**src/rtl/scb_pkg.sv**
```systemverilog
package scb_pkg;
  typedef struct packed {
    logic push;
    logic pop;
  } scb_strobe_t;
endpackage

```
**src/rtl/scb_ctrl.sv**
```systemverilog
module scb_ctrl
  import scb_pkg::*;
#(
  parameter int DEPTH = 8,
  localparam int PTR_W = $clog2(DEPTH),
  localparam int CNT_W = $clog2(DEPTH + 1)
) (
  input  logic             clk,
  input  logic             rstN,
  input  logic             flush,
  input  logic             stValid,
  input  logic             cacheWrGnt,
  input  logic             headBlocked,
  output logic             stReady,
  output logic             empty,
  output logic             cacheWrReq,
  output scb_strobe_t      strobe,
  output logic [PTR_W-1:0] wrPtr,
  output logic [PTR_W-1:0] rdPtr
);
  logic [CNT_W-1:0] count;
  logic             full;

  assign full       = (count == CNT_W'(DEPTH));
  assign empty      = (count == '0);
  assign stReady    = !full;
  assign cacheWrReq = !empty && !headBlocked;

  always_comb begin
    strobe.push = stValid && !full;
    strobe.pop  = cacheWrReq && cacheWrGnt;
  end

  // flush is deliberately not an input of this state: retired stores stay.
  always_ff @(posedge clk) begin
    if (!rstN) begin
      count <= '0;
      wrPtr <= '0;
      rdPtr <= '0;
    end else begin
      if (strobe.push) wrPtr <= wrPtr + 1'b1;
      if (strobe.pop)  rdPtr <= rdPtr + 1'b1;
      case ({strobe.push, strobe.pop})
        2'b10:   count <= count + 1'b1;
        2'b01:   count <= count - 1'b1;
        default: count <= count;
      endcase
    end
  end

  p_push_grows_r2: assert property (@(posedge clk) disable iff (!rstN)
    (stValid && stReady && !strobe.pop) |=> (count == $past(count) + 1'b1));

  p_flush_keeps_r9: assert property (@(posedge clk) disable iff (!rstN)
    (flush && !stValid && !cacheWrGnt) |=> (count == $past(count)));

  p_empty_idle_r10: assert property (@(posedge clk) disable iff (!rstN)
    empty |-> !cacheWrReq);

  p_no_overflow_r8: assert property (@(posedge clk) disable iff (!rstN)
    (!stReady && !cacheWrGnt) |=> !stReady);
endmodule

```
**src/rtl/scb_data.sv**
```systemverilog
module scb_data
  import scb_pkg::*;
#(
  parameter int DEPTH     = 8,
  parameter int ADDR_W    = 32,
  parameter int DATA_W    = 32,
  parameter int NLD       = 4,
  parameter int LINE_BITS = 6,
  localparam int PTR_W  = $clog2(DEPTH),
  localparam int LINE_W = ADDR_W - LINE_BITS
) (
  input  logic                  clk,
  input  scb_strobe_t           strobe,
  input  logic [PTR_W-1:0]      wrPtr,
  input  logic [PTR_W-1:0]      rdPtr,
  input  logic [ADDR_W-1:0]     stAddr,
  input  logic [DATA_W-1:0]     stData,
  input  logic [NLD-1:0]        ldPendValid,
  input  logic [NLD*ADDR_W-1:0] ldPendAddr,
  output logic [ADDR_W-1:0]     headAddr,
  output logic [DATA_W-1:0]     headData,
  output logic                  headBlocked
);
  logic [ADDR_W-1:0] addrMem [DEPTH];
  logic [DATA_W-1:0] dataMem [DEPTH];
  logic [NLD-1:0]    lineHit;

  always_ff @(posedge clk) begin
    if (strobe.push) begin
      addrMem[wrPtr] <= stAddr;
      dataMem[wrPtr] <= stData;
    end
  end

  assign headAddr = addrMem[rdPtr];
  assign headData = dataMem[rdPtr];

  for (genvar g = 0; g < NLD; g++) begin : g_probe
    logic [ADDR_W-1:0] slotAddr;
    assign slotAddr   = ldPendAddr[g*ADDR_W +: ADDR_W];
    assign lineHit[g] = ldPendValid[g] &&
      (slotAddr[ADDR_W-1 -: LINE_W] == headAddr[ADDR_W-1 -: LINE_W]);
  end

  assign headBlocked = |lineHit;
endmodule

```
**src/rtl/store_commit_queue.sv**
```systemverilog
module store_commit_queue
  import scb_pkg::*;
#(
  parameter int DEPTH     = 8,
  parameter int ADDR_W    = 32,
  parameter int DATA_W    = 32,
  parameter int NLD       = 4,
  parameter int LINE_BITS = 6,
  localparam int PTR_W = $clog2(DEPTH)
) (
  input  logic                  clk,
  input  logic                  rstN,
  input  logic                  flush,
  input  logic                  stValid,
  input  logic [ADDR_W-1:0]     stAddr,
  input  logic [DATA_W-1:0]     stData,
  output logic                  stReady,
  input  logic [NLD-1:0]        ldPendValid,
  input  logic [NLD*ADDR_W-1:0] ldPendAddr,
  output logic                  cacheWrReq,
  output logic [ADDR_W-1:0]     cacheWrAddr,
  output logic [DATA_W-1:0]     cacheWrData,
  input  logic                  cacheWrGnt,
  output logic                  empty
);
  scb_strobe_t      strobe;
  logic [PTR_W-1:0] wrPtr, rdPtr;
  logic             headBlocked;

  scb_ctrl #(.DEPTH(DEPTH)) i_ctrl (
    .clk(clk), .rstN(rstN), .flush(flush), .stValid(stValid),
    .cacheWrGnt(cacheWrGnt), .headBlocked(headBlocked), .stReady(stReady),
    .empty(empty), .cacheWrReq(cacheWrReq), .strobe(strobe),
    .wrPtr(wrPtr), .rdPtr(rdPtr)
  );

  scb_data #(.DEPTH(DEPTH), .ADDR_W(ADDR_W), .DATA_W(DATA_W), .NLD(NLD),
             .LINE_BITS(LINE_BITS)) i_data (
    .clk(clk), .strobe(strobe), .wrPtr(wrPtr), .rdPtr(rdPtr),
    .stAddr(stAddr), .stData(stData), .ldPendValid(ldPendValid),
    .ldPendAddr(ldPendAddr), .headAddr(cacheWrAddr), .headData(cacheWrData),
    .headBlocked(headBlocked)
  );

  function automatic logic portLineMatch(input logic [NLD-1:0] v,
                                         input logic [NLD*ADDR_W-1:0] a,
                                         input logic [ADDR_W-1:0] s);
    logic m;
    m = 1'b0;
    for (int i = 0; i < NLD; i++)
      if (v[i] && ((a[i*ADDR_W +: ADDR_W] >> LINE_BITS) == (s >> LINE_BITS)))
        m = 1'b1;
    return m;
  endfunction

  p_hold_ungranted_r7: assert property (@(posedge clk) disable iff (!rstN)
    (cacheWrReq && !cacheWrGnt && !empty) |=>
      ($stable(cacheWrAddr) && $stable(cacheWrData)));

  p_gate_overlap_r5: assert property (@(posedge clk) disable iff (!rstN)
    cacheWrReq |-> !portLineMatch(ldPendValid, ldPendAddr, cacheWrAddr));
endmodule

```
**config.mk**
```make
export PLATFORM = sky130hd
export DESIGN_NAME = store_commit_queue
export DESIGN_NICKNAME = d
export VERILOG_FILES = /design/src/rtl/scb_pkg.sv /design/src/rtl/scb_ctrl.sv /design/src/rtl/scb_data.sv /design/src/rtl/store_commit_queue.sv
export SDC_FILE = /design/constraint.sdc
export NUM_CORES = 1
export LEC_CHECK = 0
export ABC_AREA = 1
export CORE_MARGIN = 2
export CORE_UTILIZATION = 50
export DETAILED_ROUTE_END_ITERATION = 8
export PLACE_DENSITY = 0.7
export SLEW_MARGIN = 20
export SYNTH_ARGS = -nofsm -noshare
export SYNTH_HDL_FRONTEND = slang
export SYNTH_SLANG_ARGS = --single-unit
```
**constraint.sdc**
```tcl
create_clock -name clk -period 9.7 [get_ports clk]
set_input_delay 1.455 -clock clk [delete_from_list [all_inputs] [get_ports clk]]
set_output_delay 1.455 -clock clk [all_outputs]
set_load 0.05 [all_outputs]
```
==> results.ini <==
[timing]
setup_viol_count_final = 0
rsz0062_at_grt = false
final.setup.tns_ns = 0
period_minus_slack_ns = 6.644
slew_violations = 0
fmax_mhz = 150.5
hold_viol = 0
period_share_pct = 68.50
fin_worst_skew_ns = 0.01219
relSlewSlack_pct = 25.60
tightestPinTransition_ns = 1.116

[global_routing]
grt_pass1_vias = 17150
antenna_found_initial = 5
grtUsageTotal_pct = 27.97
overflow = 0
grt_start_max_net_pins = 127
grt_pass1_wl_um = 103300

[worst_hold_path]
hold_path_startpoint = i_ctrl.count[3]
whs_path_depth = 2
hold_end = i_ctrl.count[3]
min_path_type = flop to flop

[yosys]
yosysWarnings = 0
synthXorXnorAreaFrac_pct = 0.2194
synthMuxAreaShare_pct = 0
avgSynthCellArea_um2 = 9.915
syn_nets = 2623
netlist_instances = 2416
synth_top_family_by_area = simple AND/OR/NAND/NOR gates
mappedNetlistArea_mm2 = 0.02396
synth-simple-area-share_pct = 21.75
synth.ff_latch_count = 525
synthAdderAreaFrac_pct = 0.3447
synth_cell_types = 34
synth_compound_area_share_pct = 5.839
synth-seq-area-share_pct = 65.27

[clock_tree]
cts-htree-levels = 2
cts_hold_buf = 0
cts_tree = yes
cts.sinks = 525
clkLatencyLatePin_ns = 0.58
clock_path_buffers = 3
cts-buffers-inserted = 51
root_buffer = clkbuf_16
post_cts_buffers = 0
cts_resized = 0
path_clk_slew_ns = 0.06

[route]
dr_wl_met3_um = 5614
drt-vias-per-instance = 5.437
wl_per_cell_um = 21.18
top_layer_used = met5
drtIter0Drc = 1528
drt-met1-wl_um = 29210
dr_wl_met2_um = 32730
routed-via-count = 17920
drc = 0
firstDrtPassIters = 6
routed_wl_um = 69800
ant_nets = 0

[critical_path]
crit_type = flop to primary output
critPathCaptureType = primary output
worst-path-buf-inv = 4
r2r-end = i_ctrl.count[3]
critical_path.top_delay_family = buffers and inverters
path_cells = buf_4 > buf_4 > nand2_1 > nand3_1 > nand3_1 > nand2_1 > nand2_1 > nand2_1 > nor2_1 > nand2_1 > nor2_1 > nand2_1 > nor2_1 > nor2_1 > nand3_2 > inv_1 > clkdlybuf4s50_1
cp_data_arrival_time_ns = 5.19
slowest_stage = buf_4
crit_fanout = 106
critPathMaxStageDelay_ns = 0.95
r2r_setup_slack_ns = 4.33
cpMostUsedCell = nand2_1
startpoint_type = flop
cp.required_ns = 8.25
ff2ff_path_depth = 25

[final_layout]
final_cell_mix = 552 x nand2_1, 512 x edfxtp_1, 380 x nor2_1
final_common_cell = nand2_1
area_delta_synth_final_pct = 18.86
fin_nets = 2843
fin_area_mm2 = 0.02847
drive_gt1_share_pct = 4.970
fillers = 3919

[floorplan]
io_pins = 268
die_x_um = 222.9
core-area_mm2 = 0.04755
die-area_mm2 = 0.04968
rows = 80
start_util_pct = 50.38
die_h_um = 222.9

[pwr]
pwr_density_cell_mw_per_mm2 = 273.3
vdd.ir_drop.worst_v = 0.0002169
p_leak_nw = 11.24

[place]
dpl.hpwl_um = 45750
postPlaceCellArea_mm2 = 0.02692
port_buffers = 242
finalWeightedCongestion = 1.026

[outcome]
status = finished clean

[flow_run]
maxCapViolCount = 0

## routing by layer
metal	vias up	GRT usage [%]
met3	112	5.624
met2	741	45.33
met1	8522	37.75
met5	-	0
met4	6	9.981
li1	8535	-
## how the worst max path moves through the flow
stage                      endpoint     from  slack, ns  depth (start not counted)
6_report                 cacheWrReq     flop       3.06                         17
5_1_grt                  cacheWrReq     flop       2.71                         17
4_1_cts                  cacheWrReq     flop       3.03                         17
3_5_place_dp             cacheWrReq     flop       3.67                         17
3_3_place_gp             cacheWrReq     flop       3.70                         17
2_1_floorplan  i_data.addrMem[0][0]  stValid       4.73                          4
## cell usage after synthesis (all sizes together)
library cell	number	area [um^2]
a211oi	1	7.510
a21boi	2	15.01
a21oi	9	45.04
a31oi	38	237.7
and2	2	12.51
buf	44	275.3
clkbuf	54	202.7
dfxtp	13	260.3
edfxtp	512	15370
fa	1	20.02
ha	5	62.56
inv	292	1099
nand2	566	2165
nand3	206	1096
nand3b	41	307.8
nand4	21	131.4
nor2	389	1468
nor2b	2	12.51
nor3	1	5.000
o21ai	171	855.8
o22ai	38	237.7
or2	2	12.51
xnor2	3	26.28
xor2	3	26.28
## per-stage QoR
| step | total power [mW] | std cells | hold WS (ns) | util (%) | setup slack (ns) |
|---|---|---|---|---|---|
| 3_3_place_gp | 5.919 | 3198 | 0.4728 | 56.61 | 3.700 |
| 3_5_place_dp | 5.963 | 3198 | 0.4834 | 56.61 | 3.667 |
| 2_1_floorplan | 4.858 | 2416 | 0.4593 | - | 4.728 |
| 4_1_cts | 7.808 | 3291 | 0.4906 | 59.86 | 3.031 |
| 5_1_grt | 8.168 | 3293 | 0.5478 | 59.87 | 2.713 |
| 6_report | 7.782 | 3295 | 0.4896 | 59.88 | 3.056 |
## registers in the layout (all words and copies together) (netlist names), named ones only
signal          cells
i_ctrl.count        4
i_data.dataMem    256
i_ctrl.rdPtr        3
i_ctrl.wrPtr        3
i_data.addrMem    256
## report_power, final
group / total (mW) / internal (mW) / leakage [nW] / switching [mW]
clock: 1.84 / 1.05 / 0.752 / 0.793
sequential: 2.66 / 2.61 / 4.76 / 0.0460
combinational: 3.28 / 0.925 / 5.73 / 2.36
## tightest hold or removal path, stage by stage, from the launching register on
cell	delay, ns
dfxtp_1	0.31
inv_1	0.08
a21oi_1	0.06
## cell type report
class                      instances  area, um^2  share of cell area, %
inverter                         292        1105                  3.880
clock buffer                      66        1333                  4.680
antenna                            4       10.01                0.03516
timing repair buffer             265        2595                  9.114
sequential                       525       15640                  54.94
clock inverter                    27       214.0                 0.7514
tap                              615       769.5                  2.703
multi-input combinational       1501        6804                  23.90
## kinds of logic (layout without fill, tap and decap cells)
family | after synthesis | in the layout
AO/OA/AOI/OAI | 259 | 259
XOR/XNOR | 6 | 6
adder cells (fa/ha/maj) | 6 | 6
buffers and inverters | 390 | 650
flip-flops | 525 | 525
other | 0 | 4
AND/OR/NAND/NOR | 1230 | 1230
(Power assumes the default switching activity.)
